<file path="config.mk">
export PLATFORM = sky130hd
export DESIGN_NAME = addsub_unit
export DESIGN_NICKNAME = d
export VERILOG_FILES = /design/src/rtl/addsub_pkg.sv /design/src/rtl/addsub_bin_core.sv /design/src/rtl/bcd_digit_cell.sv /design/src/rtl/bcd_adjust_chain.sv /design/src/rtl/addsub_unit.sv
export SDC_FILE = /design/constraint.sdc
export NUM_CORES = 1
export LEC_CHECK = 0
export CAP_MARGIN = 0
export CORE_ASPECT_RATIO = 0.7
export CORE_UTILIZATION = 38
export DETAILED_ROUTE_END_ITERATION = 7
export PLACE_DENSITY = 0.65
export SYNTH_ARGS = -nofsm -noshare
export SYNTH_HDL_FRONTEND = slang
export SYNTH_HIERARCHICAL = 1
export SYNTH_SLANG_ARGS = --single-unit
export TNS_END_PERCENT = 20
</file>
<file path="constraint.sdc">
create_clock -name vclk -period 8.1
set_input_delay 2.025 -clock vclk [all_inputs]
set_output_delay 2.025 -clock vclk [all_outputs]
set_load 0.01 [all_outputs]
</file>
<file path="src/rtl/addsub_pkg.sv">
package addsub_pkg;
  localparam int DIGIT_W = 4;

  typedef struct packed {
    logic carry;
    logic ovf;
    logic zero;
    logic neg;
  } alu_flags_t;
endpackage

</file>
<file path="src/rtl/addsub_bin_core.sv">
module addsub_bin_core #(
  parameter int W = 8
) (
  input  logic                   [W-1:0] a_i,
  input  logic                   [W-1:0] b_i,
  input  logic                           carry_i,
  input  logic                           subtract_i,
  output logic                   [W-1:0] res_o,
  output addsub_pkg::alu_flags_t         flags_o
);
  logic [W:0] wide;
  logic       same_sign;
  logic       sign_moved;

  always_comb begin
    if (subtract_i)
      wide = {1'b0, a_i} - {1'b0, b_i} - {{W{1'b0}}, ~carry_i};
    else
      wide = {1'b0, a_i} + {1'b0, b_i} + {{W{1'b0}}, carry_i};
    res_o         = wide[W-1:0];
    same_sign     = ~(a_i[W-1] ^ b_i[W-1]);
    sign_moved    = a_i[W-1] ^ wide[W-1];
    flags_o.carry = subtract_i ? ~wide[W] : wide[W];
    flags_o.ovf   = subtract_i ? (~same_sign & sign_moved) : (same_sign & sign_moved);
    flags_o.zero  = (wide[W-1:0] == '0);
    flags_o.neg   = wide[W-1];
  end
endmodule

</file>
<file path="src/rtl/bcd_digit_cell.sv">
module bcd_digit_cell (
  input  logic [3:0] a_i,
  input  logic [3:0] b_i,
  input  logic       link_i,
  input  logic       subtract_i,
  output logic [3:0] digit_o,
  output logic       link_o,
  output logic       raw_bit3_o
);
  logic [5:0] raw_add;
  logic [5:0] fix_add;
  logic [5:0] raw_sub;
  logic [3:0] fix_sub;

  always_comb begin
    raw_add = {2'b00, a_i} + {2'b00, b_i} + {5'b0, link_i};
    fix_add = (raw_add > 6'd9) ? raw_add + 6'd6 : raw_add;
    raw_sub = {2'b00, a_i} - {2'b00, b_i} - {5'b0, link_i};
    fix_sub = raw_sub[4] ? raw_sub[3:0] - 4'd6 : raw_sub[3:0];
    if (subtract_i) begin
      digit_o = fix_sub;
      link_o  = raw_sub[4];
    end else begin
      digit_o = fix_add[3:0];
      link_o  = |fix_add[5:4];
    end
    raw_bit3_o = raw_add[3];
  end
endmodule

</file>
<file path="src/rtl/bcd_adjust_chain.sv">
module bcd_adjust_chain #(
  parameter int DIGITS = 2,
  localparam int W = DIGITS * addsub_pkg::DIGIT_W
) (
  input  logic [W-1:0] a_i,
  input  logic [W-1:0] b_i,
  input  logic         carry_i,
  input  logic         subtract_i,
  output logic [W-1:0] res_o,
  output logic         carry_o,
  output logic         top_raw_bit3_o
);
  localparam int DW = addsub_pkg::DIGIT_W;

  logic [DIGITS:0]   link;
  logic [DIGITS-1:0] raw_bit3;

  assign link[0] = subtract_i ? ~carry_i : carry_i;

  for (genvar g = 0; g < DIGITS; g++) begin : g_digit
    bcd_digit_cell u_cell (
      .a_i       (a_i[g*DW +: DW]),
      .b_i       (b_i[g*DW +: DW]),
      .link_i    (link[g]),
      .subtract_i(subtract_i),
      .digit_o   (res_o[g*DW +: DW]),
      .link_o    (link[g+1]),
      .raw_bit3_o(raw_bit3[g])
    );
  end

  assign carry_o        = subtract_i ? ~link[DIGITS] : link[DIGITS];
  assign top_raw_bit3_o = raw_bit3[DIGITS-1];
endmodule

</file>
<file path="src/rtl/addsub_unit.sv">
module addsub_unit #(
  parameter int DIGITS = 2,
  localparam int W = DIGITS * addsub_pkg::DIGIT_W
) (
  input  logic [W-1:0] a_i,
  input  logic [W-1:0] b_i,
  input  logic         carry_i,
  input  logic         decimal_i,
  input  logic         subtract_i,
  output logic [W-1:0] sum_o,
  output logic         carry_o,
  output logic         ovf_o,
  output logic         zero_o,
  output logic         neg_o
);
  logic [W-1:0]           bin_res;
  addsub_pkg::alu_flags_t bin_flags;
  logic [W-1:0]           dec_res;
  logic                   dec_carry;
  logic                   dec_top_bit3;

  addsub_bin_core #(.W(W)) u_bin (
    .a_i       (a_i),
    .b_i       (b_i),
    .carry_i   (carry_i),
    .subtract_i(subtract_i),
    .res_o     (bin_res),
    .flags_o   (bin_flags)
  );

  bcd_adjust_chain #(.DIGITS(DIGITS)) u_dec (
    .a_i           (a_i),
    .b_i           (b_i),
    .carry_i       (carry_i),
    .subtract_i    (subtract_i),
    .res_o         (dec_res),
    .carry_o       (dec_carry),
    .top_raw_bit3_o(dec_top_bit3)
  );

  always_comb begin
    sum_o   = decimal_i ? dec_res : bin_res;
    carry_o = bin_flags.carry;
    ovf_o   = bin_flags.ovf;
    zero_o  = bin_flags.zero;
    neg_o   = bin_flags.neg;
    if (decimal_i && !subtract_i) begin
      carry_o = dec_carry;
      neg_o   = dec_top_bit3;
      ovf_o   = (dec_top_bit3 ^ a_i[W-1]) & ~(a_i[W-1] ^ b_i[W-1]);
    end
  end
endmodule

</file>
== Word-level counts from Yosys, hierarchy flattened ==
Index checks and enable logic that the tools add are counted.

* $add $sub $neg: 16
* Order comparisons: 2
* Multiplexer cells: 17
* Bitwise gates (word level): 10
* Reductions and logical operators: 5

{| class="wikitable"
|+ Operators by type and width
! kind !! number
|-
| 2-to-1 mux 4 bit || 4
|-
| adder 6 x 1 -> 6 bit || 2
|-
| adder 6 x 3 -> 6 bit, second input constant || 2
|-
| greater-than comparator 6 x 4 -> 1 bit, second input constant || 2
|-
| 2-to-1 mux 6 bit || 2
|-
| adder 4 x 4 -> 5 bit || 2
|-
| subtractor 4 x 4 -> 5 bit || 2
|-
| subtractor 5 x 2 -> 5 bit || 2
|-
| adder 8 x 8 -> 9 bit || 1
|-
| adder 9 x 1 -> 9 bit || 1
|-
| 2-to-1 mux 1 bit || 9
|-
| 2-to-1 mux 9 bit || 1
|-
| subtractor 8 x 8 -> 9 bit || 1
|-
| subtractor 9 x 1 -> 9 bit || 1
|-
| logical NOT 8 bit || 1
|-
| 2-to-1 mux 8 bit || 1
|-
| subtractor 4 x 3 -> 4 bit, second input constant || 2
|-
| NOT 1 bit || 4
|-
| OR reduction 2 bit || 2
|-
| AND 1 bit || 3
|-
| bitwise XOR 1 bit || 3
|-
| logical AND 1 bit || 1
|-
| logical NOT 1 bit || 1
|}

* Register bits after elaboration: 0

== Logic depth before layout (Yosys ltp) ==
Gate-level depths: netlist of the first run.

* Depth in word-level cells: 15
* Mapped depth: 18

== Cells and area by module ==
The synthesis of the first run kept the hierarchy.

{| class="wikitable"
|+ By module, submodules not included
! module !! times used !! cells each !! area an instance (µm²)
|-
| addsub_bin_core || 1 || 132 || 1018.5
|-
| bcd_digit_cell (u_dec.g_digit[0].u_cell) || 1 || 75 || 599.3
|-
| bcd_digit_cell (u_dec.g_digit[1].u_cell) || 1 || 70 || 585.6
|-
| addsub_unit || 1 || 17 || 172.7
|-
| bcd_adjust_chain || 1 || 2 || 17.5
|}

== Least setup slack after synthesis of the first run ==
Ideal clock, no wire load.

* Path kind: input-to-output
* Start point: in subtract_i
* End point: out carry_o
* Arrival time: 5937 ps
* Setup slack: 138 ps
* Stages on the path: 17
* Path buffers: 0
* Path through: xor2_1 -> inv_1 -> fa_1 -> fa_1 -> nand2b_4 -> a211o_1 -> and2_4 -> a21oi_1 -> inv_1 -> fa_1 -> fa_1 -> nand2b_1 -> a211o_1 -> and2_1 -> a21oi_1 -> xor2_1 -> mux2_4

* Longest elaborated chain between the ends: 14
* Elaborated cells on any way between the ends: 23
* Classes of those cells: add/sub: 6; order compare: 2; mux: 9; bitwise: 2; reduce/logical: 4

{| class="wikitable"
|+ RTL lines
! item !! RTL line !! text
|-
| start: declaration || addsub_unit.sv:9 || <nowiki>input logic subtract_i,</nowiki>
|-
| 2-to-1 mux 1 bit || bcd_adjust_chain.sv:18 || <nowiki>assign link[0] = subtract_i ? ~carry_i : carry_i;</nowiki>
|-
| adder 6 x 1 -> 6 bit || bcd_digit_cell.sv:16 || <nowiki>raw_add = {2'b00, a_i} + {2'b00, b_i} + {5'b0, link_i};</nowiki>
|-
| adder 6 x 3 -> 6 bit or greater-than comparator 6 x 4 -> 1 bit (tied branches) || bcd_digit_cell.sv:17 || <nowiki>fix_add = (raw_add > 6'd9) ? raw_add + 6'd6 : raw_add;</nowiki>
|-
| 2-to-1 mux 6 bit || bcd_digit_cell.sv:17 ||
|-
| OR reduction 2 bit || bcd_digit_cell.sv:25 || <nowiki>link_o = |fix_add[5:4];</nowiki>
|-
| 2-to-1 mux 1 bit (*) || bcd_digit_cell.sv:20 || <nowiki>if (subtract_i) begin</nowiki>
|-
| net u_dec.link[1] || bcd_adjust_chain.sv:15 || <nowiki>logic [DIGITS:0] link;</nowiki>
|-
| adder 6 x 1 -> 6 bit || bcd_digit_cell.sv:16 ||
|-
| adder 6 x 3 -> 6 bit or greater-than comparator 6 x 4 -> 1 bit (tied branches) || bcd_digit_cell.sv:17 ||
|-
| 2-to-1 mux 6 bit || bcd_digit_cell.sv:17 ||
|-
| OR reduction 2 bit || bcd_digit_cell.sv:25 ||
|-
| 2-to-1 mux 1 bit (*) || bcd_digit_cell.sv:20 ||
|-
| net u_dec.link[2] || bcd_adjust_chain.sv:15 ||
|-
| NOT 1 bit || bcd_adjust_chain.sv:32 || <nowiki>assign carry_o = subtract_i ? ~link[DIGITS] : link[DIGITS];</nowiki>
|-
| 2-to-1 mux 1 bit (*) || bcd_adjust_chain.sv:32 ||
|-
| net dec_carry || addsub_unit.sv:19 || <nowiki>logic dec_carry;</nowiki>
|-
| 2-to-1 mux 1 bit (*) || addsub_unit.sv:47 || <nowiki>if (decimal_i && !subtract_i) begin</nowiki>
|-
| end: declaration || addsub_unit.sv:11 || <nowiki>output logic carry_o,</nowiki>
|}

The timed path passes the listed nets; every way through them passes the cells marked *.

== Worst setup path in the final report of the first run ==
* Start point: in subtract_i
* End point: out carry_o

* Longest elaborated chain between the ends: 14
* Elaborated cells on any way between the ends: 23
* Classes of those cells: add/sub: 6; order compare: 2; mux: 9; bitwise: 2; reduce/logical: 4

{| class="wikitable"
|+ RTL lines
! item !! RTL line
|-
| 2-to-1 mux 1 bit (*) || bcd_adjust_chain.sv:18
|-
| net u_dec.link[0] || bcd_adjust_chain.sv:15
|-
| adder 6 x 1 -> 6 bit || bcd_digit_cell.sv:16
|-
| adder 6 x 3 -> 6 bit or greater-than comparator 6 x 4 -> 1 bit (tied branches) || bcd_digit_cell.sv:17
|-
| 2-to-1 mux 6 bit || bcd_digit_cell.sv:17
|-
| OR reduction 2 bit || bcd_digit_cell.sv:25
|-
| 2-to-1 mux 1 bit (*) || bcd_digit_cell.sv:20
|-
| net u_dec.link[1] || bcd_adjust_chain.sv:15
|-
| [... 2 more ...] || n/a
|-
| 2-to-1 mux 6 bit || bcd_digit_cell.sv:17
|-
| OR reduction 2 bit || bcd_digit_cell.sv:25
|-
| 2-to-1 mux 1 bit (*) || bcd_digit_cell.sv:20
|-
| net u_dec.link[2] || bcd_adjust_chain.sv:15
|-
| NOT 1 bit || bcd_adjust_chain.sv:32
|-
| 2-to-1 mux 1 bit (*) || bcd_adjust_chain.sv:32
|-
| net dec_carry || addsub_unit.sv:19
|-
| 2-to-1 mux 1 bit (*) || addsub_unit.sv:47
|}

Marked as above.

==> results.cfg, run 1 <==
[synth]
netlist_area_sq_um = 2390
syn_inst = 296
ys_types = 61
yosysMostFrequentCell = inv_1
synth_common_cells = 43 x inv_1, 41 x ha_1, 17 x xnor2_1
synth_area_leaders = ha_1 21%, fa_1 10%, inv_1 6.7%
ys_seq_area_share_pct = 0
synth_largest_type_area_fraction_pct = 21.4
synthesis.nets = 368
yosys_warnings = 6
synth_top_area_cell = ha_1
syn_area_per_cell_sq_um = 8.09

[setup_path]
path_class = primary input to output pin
endpoint = carry_o
critPathMaxFanout = 3
crit_arrival_ns = 6.08
worst_setup_path_end_kind = output pin
worstPathRequired_ns = 6.08
crit_start = subtract_i
start_kind = primary input

[detailed_routing]
antenna_left = 0
drt_iter0_drc = 101
route.detailed.wl_per_inst_um = 14.9
drc = 0
dr.pass1.iters = 4
vias = 2329
vias_per_cell = 5.22
wirelength_um = 6630

[placement]
dp_hpwl_um = 5200
io_buffers = 31
placed_area_sq_um = 3050
gp_congestion = 0.854

[final_layout]
seq_area_sq_um = 0
nClkBuffers = 0
final_nets = 445
fin_util_pct = 56.2
drive_gt1_share_pct = 31.5
antenna_cells = 0
flops_and_latches = 0
stdcell_area_sq_um = 3310
area_delta_synth_final_pct = 38.4

[floorplan]
core_sq_um = 5900
start_util_pct = 40.6
rows = 23
die_h_um = 68.4
design.die.area_sq_um = 6630
ios = 31
die_x_um = 96.9

[global_route]
grt_pass1_vias = 2252
grt_antenna_before_repair = 0
grt_pass1_wl_um = 10800
grtUsageTotal_pct = 19.8
grt-ovfl-total = 0
grt_start_max_net_pins = 41

[sta]
slew_headroom_pct = 60.9
hold_violations = 0
rsz0062_at_grt = yes
tns_ns = -0.0164
tightest_slew_ns = 0.584
min_period_ns = 8.11
setup_viol = 2
timing.final.crit_share_pct = 100
slew_violations = 0
setup_slack_ns = -0.00920
fmax_mhz = 123

[pwr]
fin_total_pwr_uw = 396
ir_worst_vdd_mv = 0.0379
p_leak_uw = 0.00156
p_per_area_nw_per_um2 = 119

[outcome]
violations = setup timing
status = finished, violations left

[job]
cap_violations = 0

[clock_network]
hold_buffers = 0

[worst_hold_path]
hold_path_class = primary input to output pin
cell type report:
class | count | area [sq um]
fillers | 527 | 2590
inverters | 46 | 173
multi-input cells | 242 | 2350
well taps | 75 | 93.8
repair buffers | 83 | 699
metrics by stage:
step	cells	hold WS, ns	setup slack [ns]
after floorplan	296	4.27	0.138
after global routing	446	4.96	-0.129
final	446	4.91	-0.00920
after CTS	444	5.01	-0.0743
after global placement	435	5.33	-0.985
after detailed placement	435	5.34	-1.08
kinds of logic after synthesis:
family                     synth area share [%]
muxes                                      9.72
AOI/OAI and AO/OA                          22.5
and+or+nand+nor                            16.3
adders and majority gates                  31.5
xor gates and xnor gates                   10.6
buffers and inverters                      9.41
critical path, stage by stage:
cell,delay (ns)
buf_8,0.11
xor2_4,0.18
inv_1,0.07
fa_2,0.37
fa_2,0.36
nand2b_4,0.16
a211o_1,0.35
and2_4,0.17
a21oi_4,0.16
inv_2,0.05
fa_2,0.36
fa_2,0.37
nand2b_4,0.16
a211o_1,0.34
and2_4,0.20
a21oi_4,0.16
xor2_1,0.08
mux2_4,0.28
buf_2,0.14
how the worst min path moves through the flow:
stage          cells past startpoint  slack [ns]       to        from
6_report                           5        4.91  carry_o  subtract_i
5_1_grt                            5        4.96  carry_o  subtract_i
4_1_cts                            5        5.01  carry_o  subtract_i
3_5_place_dp                       4        5.34    ovf_o      b_i[7]
3_3_place_gp                       4        5.33    ovf_o      b_i[7]
2_1_floorplan                      2        4.27    ovf_o      b_i[7]
what timing repair did:
item / 4_1_cts / 5_1_grt
gates resized for setup: 53 / 22
pin swaps: 20 / 19
setup endpoints to repair: 7 / 7
setup buffers: 9 / 4
routing by layer:
metal	GRT usage (%)	share of wire (%)	vias up
met5	0	0	-
met1	28.8	52	1099
met3	0.102	1.8	2
met2	34.4	46	43
met4	1.87	0.32	0
li1	-	-	1185
power breakdown:
part,internal [uW],switching (uW)
Sequential,0,0
Clock,0,0
Combinational,205,191
placed cells by master (no fill, tap or decap), types with 8 or more instances in the layout:
cell type / netlist / layout
ha_1: 41 / 41
buf_4: 2 / 50
mux2i_1: 9 / 9
inv_1: 43 / 40
nor2_1: 16 / 16
xor2_1: 10 / 8
clkdlybuf4s50_1: 0 / 21
o21ai_0: 10 / 9
mux2_2: 10 / 9
xnor2_1: 17 / 15
fa_2: 0 / 8
a21oi_1: 16 / 11
(Power assumes the default switching activity.)
==> inputs of run 2 (changes only) <==
Settings changed: CORE_MARGIN set to 8.
==> run 2 against run 1 <==
The flow now finishes without violations. First-iteration DRC count is 27% lower. Global-route usage down 6.2 points. Worst hold slack lost 0.016 ns. Die area is 38% higher. Core utilization down 3.2 points. Non-clock buffer count decreased by 3. Sequential share of layout area unchanged. Combinational power down 4%. Final area fell by 1.5%. Critical path depth is 2 higher. Final cell count is the same. Count of clock-buffer cells in the layout unchanged. Critical path type unchanged.
==> results.cfg, run 2 (synthesized netlist as in run 1, its figures left out) <==
[outcome]
status = finished clean

[final_layout]
antenna_cells = 0
final_cell_mix = 49 x buf_4, 41 x inv_1, 40 x ha_1, 22 x clkdlybuf4s50_1, 16 x nor2_1
seq_area_sq_um = 0
stdcell_area_sq_um = 3260
drive_gt1_share_pct = 30.2
final_common_cell = buf_4
final_cells = 446
area_delta_synth_final_pct = 36.3
flops_and_latches = 0
final_nets = 442
fin_util_pct = 53.0
nClkBuffers = 0

[floorplan]
die_h_um = 82.4
rows = 24
start_util_pct = 38.9
die_x_um = 111
core_sq_um = 6160
design.die.area_sq_um = 9130
ios = 31

[sta]
hold_slack_ns = 4.90
tightest_slew_ns = 0.596
slew_headroom_pct = 60.1
setup_slack_ns = 0.00800
min_period_ns = 8.09
hold_violations = 0
rsz0062_at_grt = yes
fmax_mhz = 124
slew_violations = 0
timing.final.crit_share_pct = 99.9
setup_viol = 0

[global_route]
grt-ovfl-total = 0
grtUsageTotal_pct = 13.6
grt_antenna_before_repair = 0
grt_pass1_wl_um = 10700
grt_start_max_net_pins = 41
grt_pass1_vias = 2243

[placement]
io_buffers = 31
dp_slack_ns = -1.11
dp.cells = 441
dp_hpwl_um = 5230
gp_congestion = 0.871
placed_area_sq_um = 3080

[pwr]
p_sw_uw = 183
p_leak_uw = 0.00155
p_int_uw = 199
seqPwrFrac_pct = 0
combPwrFrac_pct = 100.0
clockPowerShare_pct = 0
ir_worst_vdd_mv = 0.0404
p_per_area_nw_per_um2 = 117
p_sw_share_pct = 47.8

[detailed_routing]
drt_iter0_drc = 74
drc = 0
wirelength_um = 6400
route.detailed.wl_per_inst_um = 14.3
vias_per_cell = 5.14
antenna_left = 0
vias = 2292
dr.pass1.iters = 4

[worst_hold_path]
holdPathEnd = carry_o
whs_path_depth = 5
hold_path_class = primary input to output pin
holdCritStartpoint = subtract_i

[setup_path]
worstPathRequired_ns = 6.08
worst_setup_path_end_kind = output pin
start_kind = primary input
path_class = primary input to output pin
crit_arrival_ns = 6.07
critPathMaxFanout = 3

[job]
cap_violations = 0
run 2: metrics by stage:
stage,total power (uW),setup TNS [ns]
2_1_floorplan,225,0
3_3_place_gp,345,-4.73
3_5_place_dp,352,-5.39
4_1_cts,375,-0.00558
5_1_grt,419,-0.421
6_report,382,0
run 2: metal layers:
metal	routed length (um)	global-route usage [%]	part of all wire (%)
met1	3310	19.1	52
met2	2880	23.5	45
met3	165	0.794	2.6
met4	38	0.940	0.59
met5	0	0	0
run 2: power groups by stage:
stage          Sequential, uW  Combinational (uW)  Clock, uW
4_1_cts                     0                 375          0
5_1_grt                     0                 419          0
6_report                    0                 382          0
3_5_place_dp                0                 352          0
3_3_place_gp                0                 345          0
2_1_floorplan               0                 225          0
run 2: worst max-delay path, cell delays in order:
cell and delay [ns]:
buf_8 0.10, xor2_2 0.17, buf_4 0.13, buf_4 0.12, fa_2 0.37, buf_4 0.16
a21oi_4 0.16, o21bai_1 0.10, xnor2_1 0.28, a21oi_2 0.11, a21oi_2 0.13, inv_1 0.07
fa_2 0.36, fa_2 0.36, nand2b_4 0.16, a211o_1 0.34, and2_4 0.19, mux2i_2 0.21
a22oi_2 0.09, mux2_4 0.29, buf_6 0.12
run 2: worst max-delay path by stage:
stage                from       end  slack, ns  depth (start not counted)
2_1_floorplan  subtract_i   carry_o       0.14                         17
3_3_place_gp   subtract_i   carry_o      -0.99                         19
3_5_place_dp   subtract_i   carry_o      -1.11                         19
4_1_cts           carry_i  sum_o[6]     -0.006                         19
5_1_grt           carry_i  sum_o[6]      -0.13                         24
6_report          carry_i  sum_o[6]      0.008                         21
run 2: cell type report:
| type | instances | area (sq um) |
|---|---|---|
| repair buffers | 80 | 677 |
| multi-input cells | 242 | 2320 |
| inverters | 46 | 173 |
| fillers | 569 | 2890 |
| well taps | 78 | 97.6 |
run 2: timing repair:
action                                 CTS  global route
endpoints found under the hold margin    0             0
buffers inserted                         5             0
hold buffers                             0             0
pin swaps                               18            10
gates cloned                             0             0
setup endpoints to repair                7             5
gates resized for setup                 55             9
==> inputs of run 3 (changes only) <==
Settings changed: PLACE_DENSITY 0.65 to unset.
==> run 3 against run 2 <==
Combinational power up 1%. Core utilization is 0.57 points higher. Count of clock-buffer cells in the layout stayed put. Global-route usage is 0.63 points lower. Non-clock buffer count increased by 3. Final area rose by 1.1%. Final cell count grew 0.67%. Via count fell by 1.6%. Critical path type unchanged. Critical endpoint unchanged.
==> results.cfg, run 3 (synthesized netlist as in run 1, its figures left out) <==
[pwr]
p_sw_uw = 182
combPwrFrac_pct = 100.0
p_sw_share_pct = 47.1
ir_worst_vdd_mv = 0.0422
p_int_uw = 205
seqPwrFrac_pct = 0
p_per_area_nw_per_um2 = 117
p_leak_uw = 0.00156
clockPowerShare_pct = 0

[worst_hold_path]
holdPathEnd = sum_o[6]
hold_path_class = primary input to output pin
holdCritStartpoint = subtract_i
whs_path_depth = 5

[final_layout]
antenna_cells = 0
final_nets = 445
final_common_cell = buf_4
seq_area_sq_um = 0
final_cell_mix = 49 x buf_4, 41 x inv_1, 39 x ha_1, 22 x clkdlybuf4s50_1, 16 x nor2_1
nClkBuffers = 0
flops_and_latches = 0
drive_gt1_share_pct = 31.8
fin_util_pct = 53.6
stdcell_area_sq_um = 3300
area_delta_synth_final_pct = 37.8

[global_route]
grt_pass1_wl_um = 10300
grtUsageTotal_pct = 13.0
grt_pass1_vias = 2193
grt_start_max_net_pins = 41
grt_antenna_before_repair = 0
grt-ovfl-total = 0

[setup_path]
critPathMaxFanout = 3
cp_cell_sequence = dlygate4sd2_1 > fa_2 > fa_2 > nand2b_4 > a211o_1 > and2_4 > a21oi_2 > inv_1 > fa_2 > fa_2 > nand2b_4 > a211o_1 > and2_4 > mux2i_2 > a22oi_2 > mux2_4 > buf_6
worstPathBufferInverterCount = 3
worst_setup_path_end_kind = output pin
crit_arrival_ns = 6.03
cpMaxStageDelayCell = fa_2
worstPathRequired_ns = 6.08
cp_slowest_stage_delay_ns = 0.41
start_kind = primary input
cp_top_family = adder cells
crit_top_cell = fa_2
path_class = primary input to output pin

[sta]
fmax_mhz = 124
slew_headroom_pct = 62.2
setup_viol = 0
min_period_ns = 8.05
timing.final.crit_share_pct = 99.4
rsz0062_at_grt = yes
slew_violations = 0
tightest_slew_ns = 0.565
hold_violations = 0

[detailed_routing]
vias = 2256
drt_iter0_drc = 92
route.detailed.wl_per_inst_um = 13.8
vias_per_cell = 5.02
wirelength_um = 6210
antenna_left = 0
dr.pass1.iters = 4
drc = 0

[floorplan]
design.die.area_sq_um = 9130
start_util_pct = 38.9
die_h_um = 82.4
core_sq_um = 6160
rows = 24
die_x_um = 111
ios = 31

[job]
cap_violations = 0

[placement]
gp_congestion = 0.840
placed_area_sq_um = 3060
dp_hpwl_um = 5000
io_buffers = 31

[outcome]
status = finished clean
==> run 3: cell types whose count changed in the layout (fill, tap and decap cells not counted), sizes merged <==
cell,previous run,this run
buf,54,58
clkbuf,1,0
clkdlybuf4s15,0,1
dlygate4sd2,2,1
==> run 3: layout make-up <==
| type | count | area (sq um) |
|---|---|---|
| fill | 564 | 2860 |
| tap | 78 | 97.6 |
| inverter | 46 | 173 |
| multi-input combinational | 242 | 2320 |
| timing repair buffer | 83 | 708 |
==> run 3: power by group through the flow <==
stage,Sequential [uW],Combinational (uW),Clock (uW)
CTS,0,369,0
global placement,0,345,0
floorplan,0,225,0
finish,0,387,0
global route,0,428,0
detailed placement,0,348,0
==> run 3: worst max-delay path by stage <==
stage                    start  endpoint  slack (ns)  cells after the start
global route        subtract_i  sum_o[6]       -0.10                     19
CTS                 subtract_i  sum_o[6]       0.004                     19
detailed placement     carry_i   carry_o       -0.94                     19
global placement       carry_i   carry_o       -0.93                     19
floorplan           subtract_i   carry_o        0.14                     17
finish                  a_i[0]  sum_o[6]        0.05                     17
==> run 3: repair_timing <==
action,in CTS,in global routing
setup endpoints to repair,7,6
hold buffers,0,0
gates resized for setup,54,18
pin swaps,23,21
setup buffers,7,4
==> run 3: routing by layer <==
| metal | wire length, um | vias to the layer above | global-route usage, % |
|---|---|---|---|
| met5 | 0 | - | 0 |
| met4 | 27 | 0 | 0.268 |
| met3 | 120 | 4 | 0.505 |
| met2 | 2640 | 28 | 20.9 |
| met1 | 3420 | 1033 | 19.6 |
| li1 | - | 1191 | - |
==> run 3: through the flow <==
stage / cells / hold WS, ns / total power, uW / worst slack [ns] / TNS [ns]
after CTS: 445 / 4.98 / 369 / 0.00380 / 0
final: 449 / 4.87 / 387 / 0.0473 / 0
after detailed placement: 438 / 5.34 / 348 / -0.936 / -4.49
after global routing: 449 / 4.94 / 428 / -0.102 / -0.205
after floorplan: 296 / 4.27 / 225 / 0.138 / 0
after global placement: 438 / 5.34 / 345 / -0.930 / -4.35
